[config.mk]
export PLATFORM = sky130hd
export DESIGN_NAME = cpu_supervisor
export DESIGN_NICKNAME = d
export VERILOG_FILES = /design/src/rtl/sup_pkg.sv /design/src/rtl/pb_debounce.sv /design/src/rtl/reset_stretch.sv /design/src/rtl/warn_gen.sv /design/src/rtl/cpu_supervisor.sv
export SDC_FILE = /design/constraint.sdc
export NUM_CORES = 1
export LEC_CHECK = 0
export BUFFER_PORTS_ARGS = -buffer_cell sky130_fd_sc_hd__buf_2
export CAP_MARGIN = 20
export CELL_PAD_IN_SITES_DETAIL_PLACEMENT = 1
export CELL_PAD_IN_SITES_GLOBAL_PLACEMENT = 2
export CORE_ASPECT_RATIO = 1.25
export CORE_MARGIN = 10
export CORE_UTILIZATION = 25
export CTS_BUF_LIST = sky130_fd_sc_hd__clkbuf_4 sky130_fd_sc_hd__clkbuf_8
export CTS_CLUSTER_DIAMETER = 200
export DETAILED_ROUTE_END_ITERATION = 12
export GPL_ROUTABILITY_DRIVEN = 1
export PLACE_DENSITY = 0.56
export SLEW_MARGIN = 20
export SYNTH_ARGS = -nofsm -noshare
export SYNTH_HDL_FRONTEND = slang
export SYNTH_SLANG_ARGS = --single-unit
[constraint.sdc]
create_clock -name clk -period 3.23 [get_ports clk]
set_input_delay 0.646 -clock clk [delete_from_list [all_inputs] [get_ports clk]]
set_output_delay 0.646 -clock clk [all_outputs]
set_load 0.005 [all_outputs]
[src/rtl/sup_pkg.sv]
package sup_pkg;

   // Width of a counter able to hold values 0..n
   function automatic int cnt_width(input int n);
      int w;
      w = 1;
      while ((1 << w) <= n) w++;
      return w;
   endfunction

   // Interrupt output timing variant
   typedef enum logic {
      WARN_COMB = 1'b0,
      WARN_FLOP = 1'b1
   } warn_mode_e;

endpackage

[src/rtl/pb_debounce.sv]
module pb_debounce #(
   parameter int STABLE_CYCLES = 8
) (
   input  logic clk,
   input  logic por_n,
   input  logic pb_n,
   output logic pressed
);
   import sup_pkg::*;

   localparam int CW = cnt_width(STABLE_CYCLES);

   generate
      if (STABLE_CYCLES == 1) begin : g_direct
         always_ff @(posedge clk or negedge por_n) begin
            if (!por_n) pressed <= 1'b0;
            else        pressed <= ~pb_n;
         end
      end else begin : g_count
         logic [CW-1:0] low_run;
         always_ff @(posedge clk or negedge por_n) begin
            if (!por_n) begin
               low_run <= '0;
               pressed <= 1'b0;
            end else if (pb_n) begin
               low_run <= '0;
               pressed <= 1'b0;
            end else if (low_run == CW'(STABLE_CYCLES - 1)) begin
               pressed <= 1'b1;
            end else begin
               low_run <= low_run + 1'b1;
            end
         end
      end
   endgenerate
endmodule

[src/rtl/reset_stretch.sv]
module reset_stretch #(
   parameter int HOLD_CYCLES = 16
) (
   input  logic clk,
   input  logic por_n,
   input  logic hold,
   output logic active
);
   import sup_pkg::*;

   localparam int CW = cnt_width(HOLD_CYCLES);
   localparam logic [CW-1:0] LAST = CW'(HOLD_CYCLES - 1);

   logic [CW-1:0] elapsed;

   always_ff @(posedge clk or negedge por_n) begin
      if (!por_n) begin
         active  <= 1'b1;
         elapsed <= '0;
      end else if (hold) begin
         active  <= 1'b1;
         elapsed <= '0;
      end else if (active) begin
         if (elapsed == LAST) begin
            active  <= 1'b0;
            elapsed <= '0;
         end else begin
            elapsed <= elapsed + 1'b1;
         end
      end
   end
endmodule

[src/rtl/warn_gen.sv]
module warn_gen #(
   parameter sup_pkg::warn_mode_e MODE = sup_pkg::WARN_FLOP
) (
   input  logic clk,
   input  logic por_n,
   input  logic sense_ok,
   output logic warn_n
);
   generate
      if (MODE == sup_pkg::WARN_FLOP) begin : g_flop
         always_ff @(posedge clk or negedge por_n) begin
            if (!por_n) warn_n <= 1'b1;
            else        warn_n <= sense_ok;
         end
      end else begin : g_comb
         assign warn_n = sense_ok;
      end
   endgenerate
endmodule

[src/rtl/cpu_supervisor.sv]
module cpu_supervisor #(
   parameter int RESET_CYCLES    = 16,
   parameter int DEBOUNCE_CYCLES = 8,
   parameter sup_pkg::warn_mode_e WARN_MODE = sup_pkg::WARN_FLOP
) (
   input  logic clk,
   input  logic por_n,
   input  logic supply_ok,
   input  logic sense_ok,
   input  logic pb_n,
   output logic rst_out,
   output logic rst_out_n,
   output logic warn_n
);
   if (RESET_CYCLES < 1) begin : g_bad_reset_len
      $error("RESET_CYCLES must be at least 1");
   end
   if (DEBOUNCE_CYCLES < 1) begin : g_bad_debounce_len
      $error("DEBOUNCE_CYCLES must be at least 1");
   end

   logic pb_pressed;
   logic hold_req;
   logic rst_active;

   pb_debounce #(.STABLE_CYCLES(DEBOUNCE_CYCLES)) u_debounce (
      .clk     (clk),
      .por_n   (por_n),
      .pb_n    (pb_n),
      .pressed (pb_pressed)
   );

   assign hold_req = ~supply_ok | pb_pressed;

   reset_stretch #(.HOLD_CYCLES(RESET_CYCLES)) u_stretch (
      .clk    (clk),
      .por_n  (por_n),
      .hold   (hold_req),
      .active (rst_active)
   );

   warn_gen #(.MODE(WARN_MODE)) u_warn (
      .clk      (clk),
      .por_n    (por_n),
      .sense_ok (sense_ok),
      .warn_n   (warn_n)
   );

   assign rst_out   = rst_active;
   assign rst_out_n = ~rst_active;
endmodule

==> flow_summary.ini <==
[outcome]
status = finished clean

[sta]
slew_violations = 0
hold_violations = 0
fin_skew_ps = 3.18
slew_headroom_pct = 81.6
worst_slew_pin_slew_ps = 277
finalSetupTns_ps = 0
period_needed_ps = 1740
setup_viol = 0
post-route-period-util_pct = 53.8
clock.fmax_mhz = 576
rsz0062_at_grt = false

[logic_synthesis]
synth-main-ff-cell = dfrtp_1
avgSynthCellArea_um2 = 10.8
syn-num-nets = 56
ys_warn_count = 0
seq_area_frac_synth_pct = 57.1
synth_top_area_share_pct = 47.2
synthTopCellsByArea = dfrtp_1, dfstp_2, ha_1
ys_ff_latch = 12
mappedNetlistArea_um2 = 531
synth_edf_count = 0
syn_inst = 49
synth.distinct_cells = 20
synth.most_common_cell = dfrtp_1
synth_commonest_cells = dfrtp_1, nor2_1, nand2_1, nand3_1, a21oi_1
synth_largest_area_cell = dfrtp_1
ys_async_sr_fraction_pct = 100

[power]
p_leak_uw = 0.000298
p_int_uw = 237
p_per_area_mw_per_mm2 = 497
power_switching_uw = 71.0
p_comb_share_pct = 7.7
peakVddDrop_mv = 0.181
p_sw_share_pct = 23.1
sequentialPowerShare_pct = 53.8
clkPwrFrac_pct = 38.5

[final_layout]
nFillCells = 237
layout.nets = 67
stdcell_count = 79
drive_gt1_share_pct = 22.0
insertedDiodeCount = 0
multi_input_area_um2 = 213
regArea_um2 = 303
area.growth.synth_to_final_pct = 16.7

[die]
dieArea_mm2 = 0.00438
core_area_mm2 = 0.00200
io-pin-count = 8
die_y_um = 71.5
rows = 18
fp.dieW_um = 61.2
start_util_pct = 26.5

[setup_path]
crit_type = register to output port
worst-r2r-setup-slack_ps = 2020
critPathCaptureType = output port
cp.required_ps = 2580
cp_data_arrival_time_ps = 1090
path_max_fanout = 9
start_kind = register

[global_route]
grt_pass1_wl_um = 2020
grt_pass1_vias = 460
grt_usage_pct = 6.12
grt_max_degree = 13
antenna_found_initial = 0
overflow = 0

[clocking]
clock_sinks = 12
clk_latency_ps = 270
clock-root-buffer = clkbuf_4
path_clk_slew_ps = 80
cts_setup_buffers = 0
htree_levels = 1
cts_buffer_depth = 2
cts_buffers = 3
cts_tree = yes
cts-resized-gates = 0
cts_hold_buf = 0

[routing]
antenna_left = 0
via_per_inst = 5.08
route.detailed.drc = 0
dr.pass1.iters = 2
wl_um = 1070
drt_iter0_markers = 4
vias = 401
routedWlPerCell_um = 13.6

[placed_design]
place_hpwl_um = 849
gp_congestion = 0.704
portBuffers = 7
dp.cells = 75

[worst_hold_path]
hold_class = input pin to async pin

[flow_run]
maxCapViolCount = 0
final timing paths:
check                                                       from                          endpoint  cells after the start
max in group asynchronous                                  por_n           u_warn.warn_n$_DFF_PN1_                      1
worst max-delay path                  u_stretch.active$_DFF_PN1_                         rst_out_n                      2
worst min register to register  u_stretch.elapsed[3]$_DFFE_PN0P_  u_stretch.elapsed[3]$_DFFE_PN0P_                      1
worst max register to register  u_stretch.elapsed[0]$_DFFE_PN0P_  u_stretch.elapsed[3]$_DFFE_PN0P_                      4
worst min-delay path                                       por_n  u_stretch.elapsed[3]$_DFFE_PN0P_                      1
min in group clk                                        sense_ok           u_warn.warn_n$_DFF_PN1_                      1
kinds of logic (layout without fill, tap and decap cells):
group | after synthesis | after routing | synth area share [%]
xor gates and xnor gates | 2 | 2 | 3.30
buffers and inverters | 3 | 13 | 2.83
muxes | 2 | 2 | 3.77
AOI/OAI and AO/OA | 8 | 8 | 9.43
adders and majority gates | 2 | 2 | 4.72
and+or+nand+nor | 20 | 20 | 18.9
DFF | 12 | 12 | 57.1
cells in the final DEF (no fill, tap or decap):
master	count
a311oi_1	1
nand4_1	1
xnor2_1	1
mux2i_1	2
and4_1	1
clkbuf_4	3
a21oi_1	3
a41oi_1	1
o21ai_0	2
inv_1	2
clkbuf_8	1
dfrtp_1	10
dfstp_2	2
nand2_1	5
ha_1	2
buf_2	7
nand3b_1	2
nor2_1	6
a21o_1	1
xor2_1	1
nand4b_1	1
nand3_1	4
metrics by stage:
step,utilization [%],worst slack (ps),power (µW),hold slack (ps),cell area (µm²)
floorplan,-,1880,181,350,531
global placement,29.1,1790,193,503,583
detailed placement,29.1,1790,193,524,583
CTS,30.9,1480,316,240,619
global route,30.9,1410,334,232,619
finish,30.9,1490,308,241,619
flip-flops by register name, indices dropped and copies added, names as in the netlist:
signal,count
u_stretch.elapsed,5
u_debounce.g_count.low_run,4
u_debounce.pressed,1
u_stretch.active,1
u_warn.warn_n,1
power groups by stage:
stage                     sequential (µW)  combinational (µW)  clock, µW
after global routing                  167                28.8        138
after floorplan                       167                14.3          0
after global placement                169                24.3          0
after detailed placement              169                24.8          0
final                                 166                23.6        119
after CTS                             166                24.8        126
routing by layer:
| metal | GRT usage, % | wire [µm] | vias up |
|---|---|---|---|
| met5 | 0 | 0 | - |
| met4 | 3.05 | 0 | 0 |
| met3 | 3.70 | 67 | 0 |
| met2 | 9.35 | 533 | 8 |
| met1 | 6.36 | 471 | 199 |
| li1 | - | - | 194 |
final cells by class:
class,count,share of cell area (%)
repair buffers,7,5.66
well taps,20,4.04
inverters,2,1.21
clock buffers,4,5.86
flip-flops and latches,12,48.9
multi-input cells,34,34.3
worst max-delay path, stage by stage (launching register included):
cell and delay, ps:
dfstp_2 610, inv_1 80, buf_2 130
(Power assumes the default switching activity.)
